## src/rtl/bma_pkg.sv

```systemverilog
package bma_pkg;
  typedef enum logic [2:0] {
    ST_IDLE = 3'd0,
    ST_REQ  = 3'd1,
    ST_WAIT = 3'd2,
    ST_OWN  = 3'd3,
    ST_REL  = 3'd4
  } bma_state_e;

  localparam int unsigned NUM_SENSE = 4;
endpackage

```

## src/rtl/bma_sync.sv

```systemverilog
module bma_sync #(
  parameter int unsigned WIDTH  = 4,
  parameter int unsigned STAGES = 2
) (
  input  logic             clk_i,
  input  logic             rst_ni,
  input  logic [WIDTH-1:0] d_i,
  output logic [WIDTH-1:0] q_o
);
  logic [STAGES-1:0][WIDTH-1:0] pipe_q;

  for (genvar s = 0; s < STAGES; s++) begin : g_stage
    always_ff @(posedge clk_i or negedge rst_ni) begin
      if (!rst_ni) pipe_q[s] <= '0;
      else if (s == 0) pipe_q[s] <= d_i;
      else pipe_q[s] <= pipe_q[(s == 0) ? 0 : s-1];
    end
  end

  assign q_o = pipe_q[STAGES-1];
endmodule

```

## src/rtl/bma_idle_chk.sv

```systemverilog
module bma_idle_chk (
  input  logic strb_s_i,
  input  logic dack_s_i,
  input  logic oack_s_i,
  input  logic chk_dack_i,
  output logic idle_o
);
  // Shared bus is free only when no strobe is active and no one holds mastership
  assign idle_o = !strb_s_i && !oack_s_i && !(chk_dack_i && dack_s_i);
endmodule

```

## src/rtl/bma_fsm.sv

```systemverilog
module bma_fsm
  import bma_pkg::*;
(
  input  logic clk_i,
  input  logic rst_ni,
  input  logic two_wire_i,
  input  logic need_bus_i,
  input  logic done_i,
  input  logic grant_s_i,
  input  logic idle_i,
  output logic req_pull_o,
  output logic ack_pull_o,
  output logic owner_o
);
  bma_state_e state_q, state_d;
  logic mode_q, mode_d;

  always_comb begin
    state_d = state_q;
    unique case (state_q)
      ST_IDLE: if (need_bus_i) state_d = ST_REQ;
      ST_REQ:  if (grant_s_i) state_d = ST_WAIT;
      ST_WAIT: begin
        if (!grant_s_i)  state_d = ST_REQ;
        else if (idle_i) state_d = ST_OWN;
      end
      ST_OWN:  if (done_i) state_d = ST_REL;
      ST_REL:  state_d = ST_IDLE;
      default: state_d = ST_IDLE;
    endcase
  end

  // Mode is frozen when a request starts
  assign mode_d = (state_q == ST_IDLE && need_bus_i) ? two_wire_i : mode_q;

  always_ff @(posedge clk_i or negedge rst_ni) begin
    if (!rst_ni) begin
      state_q    <= ST_IDLE;
      mode_q     <= 1'b0;
      req_pull_o <= 1'b0;
      ack_pull_o <= 1'b0;
      owner_o    <= 1'b0;
    end else begin
      state_q    <= state_d;
      mode_q     <= mode_d;
      req_pull_o <= (state_d == ST_REQ) || (state_d == ST_WAIT) ||
                    (state_d == ST_OWN && mode_d);
      ack_pull_o <= (state_d == ST_OWN) && !mode_d;
      owner_o    <= (state_d == ST_OWN);
    end
  end
endmodule

```

## src/rtl/busmaster_acq.sv

```systemverilog
module busmaster_acq
  import bma_pkg::*;
#(
  parameter int unsigned SYNC_STAGES = 2
) (
  input  logic clk_i,
  input  logic rst_ni,
  input  logic two_wire_i,
  input  logic chk_dack_i,
  input  logic need_bus_i,
  input  logic done_i,
  input  logic grant_i,
  input  logic strobe_i,
  input  logic dack_i,
  input  logic ack_line_i,
  output logic req_pull_o,
  output logic ack_pull_o,
  output logic owner_o
);
  logic [NUM_SENSE-1:0] sense_s;
  logic grant_s, strb_s, dack_s, oack_s, idle;

  bma_sync #(.WIDTH(NUM_SENSE), .STAGES(SYNC_STAGES)) u_sync (
    .clk_i (clk_i),
    .rst_ni(rst_ni),
    .d_i   ({grant_i, strobe_i, dack_i, ack_line_i}),
    .q_o   (sense_s)
  );

  assign {grant_s, strb_s, dack_s, oack_s} = sense_s;

  bma_idle_chk u_idle (
    .strb_s_i  (strb_s),
    .dack_s_i  (dack_s),
    .oack_s_i  (oack_s),
    .chk_dack_i(chk_dack_i),
    .idle_o    (idle)
  );

  bma_fsm u_fsm (
    .clk_i     (clk_i),
    .rst_ni    (rst_ni),
    .two_wire_i(two_wire_i),
    .need_bus_i(need_bus_i),
    .done_i    (done_i),
    .grant_s_i (grant_s),
    .idle_i    (idle),
    .req_pull_o(req_pull_o),
    .ack_pull_o(ack_pull_o),
    .owner_o   (owner_o)
  );
endmodule

```

## config.mk

```make
export PLATFORM = sky130hd
export DESIGN_NAME = busmaster_acq
export DESIGN_NICKNAME = d
export VERILOG_FILES = /design/src/rtl/bma_pkg.sv /design/src/rtl/bma_sync.sv /design/src/rtl/bma_idle_chk.sv /design/src/rtl/bma_fsm.sv /design/src/rtl/busmaster_acq.sv
export SDC_FILE = /design/constraint.sdc
export NUM_CORES = 1
export LEC_CHECK = 0
export ABC_AREA = 1
export ABC_CLOCK_PERIOD_IN_PS = 1050
export BUFFER_PORTS_ARGS = -buffer_cell sky130_fd_sc_hd__buf_2
export CORE_MARGIN = 2
export CORE_UTILIZATION = 45
export CTS_CLUSTER_SIZE = 20
export DETAILED_ROUTE_END_ITERATION = 8
export GPL_TIMING_DRIVEN = 0
export MAX_ROUTING_LAYER = met4
export PLACE_DENSITY = 0.68
export SYNTH_ARGS = -nofsm -noshare
export SYNTH_HDL_FRONTEND = slang
export SYNTH_HIERARCHICAL = 1
export SYNTH_SLANG_ARGS = --single-unit
export TNS_END_PERCENT = 100
```

## constraint.sdc

```tcl
create_clock -name clk_i -period 1.05 [get_ports clk_i]
set_input_delay 0.21 -clock clk_i [delete_from_list [all_inputs] [get_ports clk_i]]
set_output_delay 0.21 -clock clk_i [all_outputs]
set_load 0.005 [all_outputs]
```

Word level (Yosys, flattened, before mapping)
Index checks and enable logic that the tools add are counted.
{"block": "word_totals", "in_bits": 10, "regBits": 15, "word_cells": 33, "output_inout_bits": 3}
{"block": "op_classes", "n_mux": 7, "reduce_logical": 13, "n_eq_ne": 6}
{"op": "3-bit 2-to-1 mux", "n": 5}
{"op": "3-bit by 2-bit == test with 1-bit output, second input constant", "n": 4}
{"op": "3-bit one-hot mux with 4 select lines", "n": 1}
{"op": "3-bit by 1-bit == test with 1-bit output, second input constant", "n": 2}
{"op": "1-bit logical AND", "n": 6}
{"op": "1-bit logical NOT", "n": 4}
{"op": "3-bit logical NOT", "n": 1}
{"op": "1-bit logical OR", "n": 2}
{"op": "1-bit 2-to-1 mux", "n": 1}

Logic depth before layout (Yosys ltp)
{"block": "depth", "word_depth": 9, "depth_mapped": 11, "mapped_depth_nobuf": 10}

Hierarchy
Netlist, hierarchy kept.
{"mod": "bma_fsm", "n_inst": 1, "seq_area_each_um2": 175.2, "area_per_inst_um2": 384.1, "cells_each": 44}
{"mod": "bma_sync", "n_inst": 1, "seq_area_each_um2": 200.2, "area_per_inst_um2": 230.2, "cells_each": 12}
{"mod": "bma_idle_chk", "n_inst": 1, "seq_area_each_um2": 0.0, "area_per_inst_um2": 15.0, "cells_each": 4}

Least setup slack after synthesis
Ideal clock, no wire load.
{"block": "synth_timing", "path_kind": "reg2reg", "from": "register u_sync.pipe_q (netlist bit u_sync/q_o[0])", "to": "register u_fsm.req_pull_o", "path_slack_ns": -0.113, "n_path_buf": 1, "stages_incl_launch_ff": 12, "setup_ns": 0.113, "required_time_ns": 0.937, "period_less_slack_ns": 1.163, "arrival_ns": 1.051, "cell_sequence": "dfrtp_1 buf_4 nor2_1 nand2_1 inv_1 nor2_1 nor2_2 nor2_4 nand2_4 nand3_2 nand2_1 inv_1"}
{"block": "synth_via", "elab_chain_len": 9, "word_cells_on_any_way": 12, "classes_between": "eq/ne: 3; mux: 3; reduce/logical: 6"}
{"element": "start: declaration", "line_no": "bma_sync.sv:10", "rtl": "logic [STAGES-1:0][WIDTH-1:0] pipe_q;"}
{"element": "start signal: indexed assignment", "line_no": "bma_sync.sv:15", "rtl": "else if (s == 0) pipe_q[s] <= d_i;"}
{"element": "start signal: indexed assignment", "line_no": "bma_sync.sv:16", "rtl": "else pipe_q[s] <= pipe_q[(s == 0) ? 0 : s-1];"}
{"element": "1-bit logical NOT *", "line_no": "bma_idle_chk.sv:9", "rtl": "assign idle_o = !strb_s_i && !oack_s_i && !(chk_dack_i && dack_s_i);"}
{"element": "1-bit logical AND * (2 in series)", "line_no": "bma_idle_chk.sv:9"}
{"element": "named net idle", "line_no": "busmaster_acq.sv:21", "rtl": "logic grant_s, strb_s, dack_s, oack_s, idle;"}
{"element": "3-bit 2-to-1 mux *", "line_no": "bma_fsm.sv:25", "rtl": "else if (idle_i) state_d = ST_OWN;"}
{"element": "3-bit 2-to-1 mux *", "line_no": "bma_fsm.sv:24", "rtl": "if (!grant_s_i) state_d = ST_REQ;"}
{"element": "3-bit one-hot mux with 4 select lines *", "line_no": "bma_fsm.sv:20", "rtl": "unique case (state_q)"}
{"element": "named net u_fsm.state_d[0]", "line_no": "bma_fsm.sv:15", "rtl": "bma_state_e state_q, state_d;"}
{"element": "3-bit by 1-bit == test with 1-bit output (tied with other cells)", "line_no": "bma_fsm.sv:46", "rtl": "req_pull_o <= (state_d == ST_REQ) || (state_d == ST_WAIT) ||"}
{"element": "1-bit logical OR / 1-bit logical AND (equally long branches)", "line_no": "bma_fsm.sv:46, bma_fsm.sv:47"}
{"element": "1-bit logical OR *", "line_no": "bma_fsm.sv:46"}
{"element": "end signal: assignment", "line_no": "bma_fsm.sv:46"}
{"element": "end: declaration", "line_no": "bma_fsm.sv:11", "rtl": "output logic req_pull_o,"}
Mark *: on every way through the listed nets, which the timed path passes. The rest lies on a longest branch.

Worst setup path in the final report
{"block": "layout_timing", "from": "register u_fsm.state_q[1]", "to": "register u_fsm.req_pull_o"}
{"block": "layout_via", "word_cells_on_any_way": 18, "classes_between": "eq/ne: 6; mux: 7; reduce/logical: 5"}
{"element": "start: declaration", "line_no": "bma_fsm.sv:15"}
{"element": "start signal: assignment", "line_no": "bma_fsm.sv:44", "rtl": "state_q <= state_d;"}
{"element": "3-bit by 2-bit == test with 1-bit output (tied with other cells)", "line_no": "bma_fsm.sv:20"}
{"element": "3-bit one-hot mux with 4 select lines *", "line_no": "bma_fsm.sv:20"}
{"element": "named net u_fsm.state_d[0]", "line_no": "bma_fsm.sv:15"}
{"element": "3-bit by 1-bit == test with 1-bit output (tied with other cells)", "line_no": "bma_fsm.sv:46"}
{"element": "1-bit logical OR / 1-bit logical AND (equally long branches)", "line_no": "bma_fsm.sv:46, bma_fsm.sv:47"}
{"element": "1-bit logical OR *", "line_no": "bma_fsm.sv:46"}
Marked as above.

==> flow_metrics.env <==
export IMPL_start_kind="register"
export IMPL_path_cells="nor2_4, nand3_4, nand2_2, inv_2, nand2_4, nand3_2, nand2_1, inv_1"
export IMPL_rr_startpoint="u_fsm/state_q[1]$_DFF_PN0_"
export IMPL_root_buffer="clkbuf_4"
export IMPL_slew_violations=0
export IMPL_yosysUniqueCellTypes=18
export IMPL_grt_pass1_wl_um=1610
export IMPL_die_x_um=41.4
export IMPL_place_gp_congestion=0.684
export IMPL_hold_start="dack_i"
export IMPL_ys_seq_area_frac=0.596
export IMPL_io_pins=13
export IMPL_die_h_um=41.4
export IMPL_slowest_delay_ns=0.46
export IMPL_routedWlPerCell_um=10.8
export IMPL_final_hold_violation_count=0
export IMPL_cp_arrival_ns=1.41
export IMPL_hold_path_class="in -> reg"
export IMPL_initial_utilization=0.484
export IMPL_drv_cap=0
export IMPL_clkTransAtPathRegs_ns=0.08
export IMPL_clock_latency_ns=0.28
export IMPL_cts_buffers=3
export IMPL_ant_nets=0
export IMPL_slew_headroom=0.791
export IMPL_grt_pass1_vias=382
export IMPL_crit_family="simple AND/OR/NAND/NOR gates"
export IMPL_post_route_period_util=1.17
export IMPL_synth_area_leaders="dfrtp_1 (60%), nand3_2 (4.8%), buf_4 (4.8%), inv_1 (4.8%), nand2_1 (4.8%)"
export IMPL_port_buffers=12
export IMPL_max_freq_mhz=813
export IMPL_tns_ns=-0.387
export IMPL_crit_slowest_cell="dfrtp_2"
export IMPL_vias_per_cell=4.54
export IMPL_synth_area_sq_um=629
export IMPL_drc_errors=0
export IMPL_coreArea_sq_mm=0.00130
export IMPL_synth_seq_cells=15
export IMPL_finalSetupViolCount=3
export IMPL_cp_num_buf_inv=2
export IMPL_criticalPathCategory="reg -> reg"
export IMPL_grt_max_degree=16
export IMPL_end_kind="register"
export IMPL_status="finished, violations left"
export IMPL_area_growth_syn_to_layout_pct=23.9
export IMPL_drive_above_1_share=0.507
export IMPL_htreeDepth=1
export IMPL_whs_ns=0.0318
export IMPL_fp_row_count=13
export IMPL_p_total_mw=1.86
export IMPL_critPathRequiredTime_ns=1.23
export IMPL_fin_skew_ns=0.00340
export IMPL_ys_warn_count=6
export IMPL_drt_iter0_drc=9
export IMPL_wl_um=975
export IMPL_vias=409
export IMPL_avgSynthCellArea_sq_um=10.5
export IMPL_design_die_area_sq_mm=0.00171
export IMPL_dp_hpwl_um=698
export IMPL_p_leak_nw=0.406
export IMPL_syn_nets=70
export IMPL_cts_tree="done"
export IMPL_tightestPinTransition_ns=0.313
export IMPL_syn_inst=60
export IMPL_yosysTopAreaCell="dfrtp_1"
export IMPL_fin_ws_ns=-0.180
export IMPL_nNetsFinal=86
export IMPL_diodes=0
export IMPL_first_pass_iters=2
export IMPL_rsz0062_at_grt="true"
export IMPL_clock_sinks=15
export IMPL_power_density_mw_per_mm2=2390
export IMPL_grt_use_total=0.164
export IMPL_fin_crit_ns=1.23
export IMPL_path_max_fanout=4
export IMPL_ir_drop_mv=1.09
export IMPL_post_route_util=0.599
export IMPL_yosysTopAreaCellShare=0.596
export IMPL_grt_ovfl_total=0
export IMPL_cp_startpoint="u_fsm/state_q[1]$_DFF_PN0_"
export IMPL_antenna_found_initial=0
export IMPL_violations="negative setup slack"
export IMPL_clk_path_buf_depth=2
[timing repair]
action                                  4_1_cts  5_1_grt
endpoints found under the hold margin        15        0
buffers inserted                              2        0
pin swaps                                     9        4
endpoints found under the setup margin        3        4
hold buffers                                  1        0
gates resized for setup                      11        3
[per-stage QoR]
step	std cells	setup WS (ns)	cell area, sq um
after floorplan	60	-0.0917	629
after global placement	87	-0.162	708
after detailed placement	87	-0.182	708
after CTS	90	-0.135	764
after global routing	90	-0.240	779
final	90	-0.180	779
[power breakdown]
| group | internal, mW | switching (mW) |
|---|---|---|
| Clock | 0.147 | 0.162 |
| Sequential | 0.697 | 0.0861 |
| Combinational | 0.332 | 0.437 |
| Total | 1.18 | 0.685 |
[metal layers]
metal	global-route usage	vias up	wire, um	share of wire
li1	-	207	-	-
met1	0.199	189	435	0.45
met2	0.242	9	475	0.49
met3	0.0319	4	37	0.038
met4	0.121	0	25	0.026
met5	-	-	0	0
[final timing paths]
check | endpoint | slack, ns | cells past startpoint
worst max-delay path | u_fsm/req_pull_o$_DFF_PN0_ | -0.18 | 8
worst min-delay path | u_sync/pipe_q[1]$_DFF_PN0_ | 0.03 | 1
worst max register to register | u_fsm/req_pull_o$_DFF_PN0_ | -0.18 | 8
worst min register to register | u_sync/q_o[3]$_DFF_PN0_ | 0.36 | 0
max in group asynchronous | u_fsm/state_q[1]$_DFF_PN0_ | 0.44 | 2
min in group asynchronous | u_sync/pipe_q[2]$_DFF_PN0_ | 0.35 | 2
[registers in the layout, indices dropped and copies added, names as in the netlist]
| register | count |
|---|---|
| u_fsm/state_q | 3 |
| u_sync/q_o | 4 |
| u_sync/pipe_q | 4 |
| u_fsm/req_pull_o | 1 |
| u_fsm/mode_q | 1 |
| u_fsm/owner_o | 1 |
| u_fsm/ack_pull_o | 1 |
[worst register-to-register path, cell delays in order, from the launching register on]
cell and delay (ns):
dfrtp_2 0.46, nor2_4 0.17, nand3_4 0.11, nand2_2 0.10
inv_2 0.04, nand2_4 0.07, nand3_2 0.07, nand2_1 0.08
inv_1 0.04
[cell type report]
class                   count  area, sq um
repair buffers             15         88.8
well taps                  15         18.8
fillers                   117          522
flip-flops and latches     15          377
clock buffers               4         26.3
inverters                  13         48.8
multi-input cells          28          220
[cell usage after synthesis, drive strengths merged]
cell and n:
nand4 1, nor3 1, clkinv 1, dfrtp 15, nand2 11, buf 4, o21ai 2, nand3 6
inv 12, nor2 7
[kinds of logic (layout without fill, tap and decap cells)]
| logic type | after synthesis | count (layout) | share of synthesized area |
|---|---|---|---|
| AOI/OAI and AO/OA | 2 | 2 | 0.0219 |
| buffers and inverters | 17 | 32 | 0.125 |
| DFF | 15 | 15 | 0.596 |
| and+or+nand+nor | 26 | 26 | 0.256 |
[cell usage in the layout, fill, tap and decap left out]
cell	instances
nor3_1	1
dfrtp_2	1
nand3_4	3
nor2_1	2
dlygate4sd3_1	1
clkbuf_1	1
clkbuf_4	3
nand2_4	1
nand2_1	7
inv_2	6
inv_1	6
o21ai_1	1
nor2_4	4
o21ai_4	1
buf_2	12
nand2_2	3
clkinv_1	1
nand4_1	1
buf_6	1
dfrtp_1	14
nand3_2	1
nor2_2	1
nand3_1	2
buf_4	1
(Power assumes the default switching activity.)
